$ cat config.mk
export PLATFORM = sky130hd
export DESIGN_NAME = flash_poll_read
export DESIGN_NICKNAME = d
export VERILOG_FILES = /design/src/rtl/fsr_pkg.sv /design/src/rtl/fsr_toggle.sv /design/src/rtl/fsr_status_fmt.sv /design/src/rtl/fsr_ident.sv /design/src/rtl/flash_poll_read.sv
export SDC_FILE = /design/constraint.sdc
export NUM_CORES = 1
export LEC_CHECK = 0
export ABC_AREA = 1
export BUFFER_PORTS_ARGS = -buffer_cell sky130_fd_sc_hd__buf_2
export CAP_MARGIN = 20
export CORE_MARGIN = 2
export CORE_UTILIZATION = 30
export CTS_CLUSTER_DIAMETER = 40
export DETAILED_ROUTE_END_ITERATION = 16
export PLACE_DENSITY = 0.67
export SLEW_MARGIN = 0
export SYNTH_ARGS = -nofsm -noshare
export SYNTH_HDL_FRONTEND = slang
export SYNTH_SLANG_ARGS = --single-unit
export TNS_END_PERCENT = 1
$ cat constraint.sdc
create_clock -name clk -period 0.9 [get_ports clk]
set_input_delay 0.045 -clock clk [delete_from_list [all_inputs] [get_ports clk]]
set_output_delay 0.045 -clock clk [all_outputs]
set_load 0.03 [all_outputs]
$ cat src/rtl/fsr_pkg.sv
package fsr_pkg;
  typedef enum logic [1:0] {
    SRC_ARRAY  = 2'd0,
    SRC_STATUS = 2'd1,
    SRC_IDENT  = 2'd2
  } rd_src_e;

  function automatic rd_src_e pick_source(input logic busy, input logic id_mode);
    if (busy)         return SRC_STATUS;
    else if (id_mode) return SRC_IDENT;
    else              return SRC_ARRAY;
  endfunction
endpackage

$ cat src/rtl/fsr_toggle.sv
module fsr_toggle (
  input  logic clk,
  input  logic rst_n,
  input  logic busy,
  input  logic rd_stb,
  output logic tog_q
);
  always_ff @(posedge clk) begin
    if (!rst_n)      tog_q <= 1'b0;
    else if (!busy)  tog_q <= 1'b0;
    else if (rd_stb) tog_q <= ~tog_q;
  end

  p_toggle_flip_r5: assert property (@(posedge clk) disable iff (!rst_n)
    busy && rd_stb |=> tog_q != $past(tog_q));
  p_toggle_idle_r11: assert property (@(posedge clk) disable iff (!rst_n)
    !busy |=> !tog_q);
  p_toggle_hold_r11: assert property (@(posedge clk) disable iff (!rst_n)
    busy && !rd_stb |=> $stable(tog_q));
endmodule

$ cat src/rtl/fsr_status_fmt.sv
module fsr_status_fmt #(
  parameter int DATA_W = 8
) (
  input  logic              is_erase,
  input  logic [DATA_W-1:0] last_prog_data,
  input  logic              tog,
  output logic [DATA_W-1:0] status
);
  localparam int POLL_BIT = DATA_W - 1;
  localparam int TOG_BIT  = DATA_W - 2;

  always_comb begin
    status           = '0;
    status[POLL_BIT] = is_erase ? 1'b0 : ~last_prog_data[POLL_BIT];
    status[TOG_BIT]  = tog;
  end
endmodule

$ cat src/rtl/fsr_ident.sv
module fsr_ident #(
  parameter int          DATA_W   = 8,
  parameter int          ADDR_W   = 19,
  parameter logic [7:0]  MFR_CODE = 8'hA5,
  parameter logic [7:0]  DEV_CODE = 8'h3C
) (
  input  logic [ADDR_W-1:0] addr,
  input  logic              lockout,
  output logic [DATA_W-1:0] id_byte
);
  localparam logic [ADDR_W-1:0] A_MFR  = ADDR_W'(0);
  localparam logic [ADDR_W-1:0] A_DEV  = ADDR_W'(1);
  localparam logic [ADDR_W-1:0] A_LOCK = ADDR_W'(2);
  localparam int                LOCK_BIT = 0;

  always_comb begin
    id_byte = '0;
    if (addr == A_MFR)       id_byte = DATA_W'(MFR_CODE);
    else if (addr == A_DEV)  id_byte = DATA_W'(DEV_CODE);
    else if (addr == A_LOCK) id_byte[LOCK_BIT] = lockout;
  end
endmodule

$ cat src/rtl/flash_poll_read.sv
module flash_poll_read #(
  parameter int         DATA_W   = 8,
  parameter int         ADDR_W   = 19,
  parameter logic [7:0] MFR_CODE = 8'hA5,
  parameter logic [7:0] DEV_CODE = 8'h3C
) (
  input  logic              clk,
  input  logic              rst_n,
  input  logic              busy,
  input  logic              op_is_erase,
  input  logic [DATA_W-1:0] last_prog_data,
  input  logic [DATA_W-1:0] array_data,
  input  logic              id_mode,
  input  logic              lockout,
  input  logic [ADDR_W-1:0] rd_addr,
  input  logic              rd_stb,
  output logic              rd_valid,
  output logic [DATA_W-1:0] rd_data
);
  import fsr_pkg::*;

  logic              tog;
  logic [DATA_W-1:0] status_b;
  logic [DATA_W-1:0] ident_b;
  logic [DATA_W-1:0] next_b;
  rd_src_e           src;

  fsr_toggle u_toggle (
    .clk(clk), .rst_n(rst_n), .busy(busy), .rd_stb(rd_stb), .tog_q(tog)
  );

  fsr_status_fmt #(.DATA_W(DATA_W)) u_status (
    .is_erase(op_is_erase), .last_prog_data(last_prog_data),
    .tog(tog), .status(status_b)
  );

  fsr_ident #(.DATA_W(DATA_W), .ADDR_W(ADDR_W),
              .MFR_CODE(MFR_CODE), .DEV_CODE(DEV_CODE)) u_ident (
    .addr(rd_addr), .lockout(lockout), .id_byte(ident_b)
  );

  always_comb begin
    src = pick_source(busy, id_mode);
    unique case (src)
      SRC_STATUS: next_b = status_b;
      SRC_IDENT:  next_b = ident_b;
      default:    next_b = array_data;
    endcase
  end

  always_ff @(posedge clk) begin
    if (!rst_n) begin
      rd_valid <= 1'b0;
      rd_data  <= '0;
    end else begin
      rd_valid <= rd_stb;
      if (rd_stb) rd_data <= next_b;
    end
  end

  p_valid_follows_r2: assert property (@(posedge clk) disable iff (!rst_n)
    rd_stb |=> rd_valid);
  p_valid_quiet_r2: assert property (@(posedge clk) disable iff (!rst_n)
    !rd_stb |=> !rd_valid && $stable(rd_data));
  p_prog_poll_r3: assert property (@(posedge clk) disable iff (!rst_n)
    rd_stb && busy && !op_is_erase |=>
      rd_data[DATA_W-1] == ~$past(last_prog_data[DATA_W-1]) && rd_data[DATA_W-3:0] == '0);
  p_erase_poll_r4: assert property (@(posedge clk) disable iff (!rst_n)
    rd_stb && busy && op_is_erase |=> !rd_data[DATA_W-1] && rd_data[DATA_W-3:0] == '0);
  p_array_pass_r6: assert property (@(posedge clk) disable iff (!rst_n)
    rd_stb && !busy && !id_mode |=> rd_data == $past(array_data));
  p_lock_read_r9: assert property (@(posedge clk) disable iff (!rst_n)
    rd_stb && !busy && id_mode && rd_addr == ADDR_W'(2) |=>
      rd_data == {{(DATA_W-1){1'b0}}, $past(lockout)});
endmodule

### Yosys cells after proc, flatten, opt, wreduce, memory -nomap -nowiden

Index checks and enable logic that the tools add are counted.

| word-level totals | value |
|---|---|
| register bits after elaboration | 10 |
| logic and storage cells | 19 |
| bits of input ports | 42 |

| cells by class | value |
|---|---|
| equality and inequality tests | 4 |
| bitwise logic cells | 2 |
| reduce and logical (&&, ||, !) cells | 2 |
| multiplexer cells | 8 |

Operator list:

| operator | count |
|---|---|
| $eq 19x1->1 const B | 1 |
| $eq 19x2->1 const B | 1 |
| $logic_not 19->1 | 1 |
| $pmux 8 s2 | 1 |
| $mux 8 | 1 |
| $mux 5 | 1 |
| $mux 2 | 2 |
| $mux 1 | 3 |
| $eq 2x1->1 const B | 1 |
| $eq 2x2->1 const B | 1 |
| $not 1->1 | 2 |
| $reduce_and 2->1 | 1 |

### Depth between registers and ports, before layout

| depth | value |
|---|---|
| word-level depth | 5 |
| depth in mapped cells | 8 |

### By module

A second synthesis with hierarchy kept.

| second synthesis, totals | value |
|---|---|
| cells, all modules | 132 |
| area, all modules | 784.5 µm² |

By module, submodules not included:

| module | area each (µm²) | instances | sequential area each (µm²) | cells each |
|---|---|---|---|---|
| flash_poll_read | 523.0 | 1 | 180.2 | 82 |
| fsr_ident | 156.4 | 1 | 0.0 | 34 |
| fsr_status_fmt | 60.1 | 1 | 0.0 | 9 |
| fsr_toggle | 45.0 | 1 | 20.0 | 7 |

### Least setup slack after synthesis

No wires, ideal clock.

| timing | value |
|---|---|
| path kind | register -> register |
| start point | register, netlist name rd_data[6] |
| end point | register rd_data[6] |
| stages on the path, launching flop included | 4 |
| data arrival time | 0.736 ns |
| buffers on the path | 0 |
| setup time | 0.117 ns |
| path slack | 0.047 ns |
| period minus slack after synthesis | 0.853 ns |
| cell sequence | dfxtp_1 nand2_1 o21ai_0 a32o_1 |

RTL lines:

| what | RTL line | source |
|---|---|---|
| to (signal assigned) | flash_poll_read.sv:57 | `if (rd_stb) rd_data <= next_b;` |
| to (decl) | flash_poll_read.sv:18 | `output logic [DATA_W-1:0] rd_data` |

### Worst setup path in the final report

| timing | value |
|---|---|
| start point | register rd_data[7] |
| end point | output port rd_data[7] |

No word-level cell between the ends.

==> results.yml <==
worst_setup_path:
  critPathBufInv: 1
  endpoint: "rd_data[7]"
  slowest_delay_ns: 0.34
  r2r-end: "rd_data[6]$_SDFFE_PN0P_"
  crit_path_top_delay_cell: "dfxtp_1"
  cp_num_cells: 1
  required_ns: 0.85
  reg2reg_from: "u_toggle.tog_q$_SDFFE_PN0P_"
  crit_arrival_ns: 0.81
  critPathLaunchType: "flop"
  worstSetupPathType: "reg -> out"
  r2r_cells: 3
  ff2ff_setup_slack_ns: 0.13
  critical_path.cell_chain: "buf_2"
  setup.worst_path.start: "rd_data[7]$_SDFFE_PN0P_"
  cp_max_fo: 2
  cp_top_family: "flip-flops"
  cp-end-kind: "primary output"
route:
  ant_nets: 0
  first_pass_iters: 4
  drtIter0Drc: 11
  routed_wl_mm: 1.455
  routedWlPerCell_um: 8.872
  via_per_inst: 4.463
  drc: 0
  vias: 732
layout:
  layout_commonest_cell: "buf_2"
  fin_util_pct: 49.89
  layout-drive-gt1-share_pct: 41.01
  area_delta_synth_final_pct: 51.92
  n_antenna_cell: 0
  fill_cells: 193
  nets: 182
  layout_common_cells: "43 x buf_2, 22 x nor2_1, 20 x nand2_1, 10 x dfxtp_1, 9 x inv_1"
  layout.cells.non_filler: 164
clock_tree:
  cts_made_buffers: 3
  cts.sinks: 10
  htreeDepth: 1
  cts-root-buf: "clkbuf_4"
  ctsHoldBuffers: 0
  cts_tree: "done"
  clk_path_buf_depth: 2
  cts-resized-gates: 0
  clk_latency_ns: 0.27
  cts.clk_slew.worst_paths_ns: 0.07
  post_cts_buffers: 0
timing:
  worst_hold_slack_ns: 0.02062
  maxSlewHeadroom_pct: 88.00
  final_max_slew_viol_count: 0
  fin_crit_sh_pct: 95.01
  finalSetupViolations: 0
  clock-skew-final_ns: 0.00002462
  tightest_slew_ns: 0.1784
  post-route-min-period_ns: 0.8551
  hold_viol_final: 0
  fmax_ghz: 1.169
  worst_slack_ns: 0.04493
  rsz0062_at_grt: "false"
synthesis:
  ys_seq_elements: 10
  synthCells: 90
  yosysWarnings: 0
  syn_avg_cell_area_um2: 6.506
  ys_seq_area_share_pct: 34.19
  syn_nets: 132
  ys_types: 19
  syn_area_um2: 585.6
power_and_ir_drop:
  power.total_mw: 1.149
  peakVddDrop_mv: 0.6193
  p_leak_nw: 0.4824
  power_density_nw_per_um2: 1291
floorplanning:
  io_pins: 51
  start_util_pct: 32.84
  coreArea_um2: 1783
  num_rows: 15
  dieArea_um2: 2321
  die_height_um: 48.18
  die_w_um: 48.18
global_route:
  grt_max_degree: 11
  gr-total-overflow: 0
  track_usage_pct: 13.75
  grt_pass1_wl_mm: 2.201
  grt_pass1_vias: 614
  antenna_found_initial: 0
placement:
  routabilityCongestion: 0.7513
  preCtsSetupSlack_ns: -0.03010
  placedCellCount: 160
  place_hpwl_mm: 1.255
  io_buffers: 43
run_status:
  outcome: "completed"
job:
  cap_violations: 0
hold_path:
  hp-class: "in -> reg"
## how the worst min path moves through the flow
stage	startpoint	to	slack [ns]	cells past startpoint
after CTS	array_data[1]	rd_data[1]$_SDFFE_PN0P_	0.01	3
after global routing	array_data[6]	rd_data[6]$_SDFFE_PN0P_	0.02	2
after floorplan	rd_stb	rd_valid$_SDFF_PN0_	0.16	2
after detailed placement	array_data[1]	rd_data[1]$_SDFFE_PN0P_	0.30	3
final	array_data[1]	rd_data[1]$_SDFFE_PN0P_	0.02	3
after global placement	array_data[1]	rd_data[1]$_SDFFE_PN0P_	0.30	3
## cells by family (layout without fill, tap and decap cells)
family	after synthesis	after routing	synth area share, %
and+or+nand+nor	55	55	42.52
AOI/OAI and AO/OA	14	14	16.03
buffers and inverters	11	60	7.263
DFF	10	10	34.19
## per-stage QoR
stage / setup TNS (ns) / instance area [µm²]
4_1_cts: 0 / 889.6
3_3_place_gp: 0 / 853.3
2_1_floorplan: 0 / 585.6
5_1_grt: 0 / 889.6
3_5_place_dp: -0.06071 / 853.3
6_report: 0 / 889.6
## area by class of cell
cell class              count  area (µm²)  area share, %
multi-input cells          69       342.8          38.54
repair buffers             47       245.2          27.57
flip-flops and latches     10       200.2          22.50
clock buffers               4       36.28          4.079
inverters                   9       33.78          3.797
well taps                  25       31.28          3.516
## flip-flops by register name (all words and copies together), names as in the netlist
register        flops
rd_valid            1
rd_data             8
u_toggle.tog_q      1
## cell usage after synthesis (all sizes together)
cell type	n	share of area, %
nand4	2	2.1
nand3b	1	1.3
clkbuf	1	0.64
inv	9	5.8
nor2	26	20
nand2	21	15
a21oi	1	0.85
nand3	5	4.3
dfxtp	10	34
o31ai	1	1.3
a32o	1	1.7
buf	1	0.85
o21bai	1	3.2
o21a	1	1.3
o21ai	9	7.7
## per-layer routing
layer	up-vias	wire, µm	track usage, %
li1	386	-	-
met1	324	603	14.48
met2	20	765	25.26
met3	2	78	3.333
met4	0	8	6.486
met5	-	0	0
## report_power, final
| group | switching (mW) | internal [mW] |
|---|---|---|
| Combinational | 0.144 | 0.119 |
| Clock | 0.163 | 0.246 |
| Sequential | 0.00976 | 0.467 |
Power figures use the tool's default switching activity.
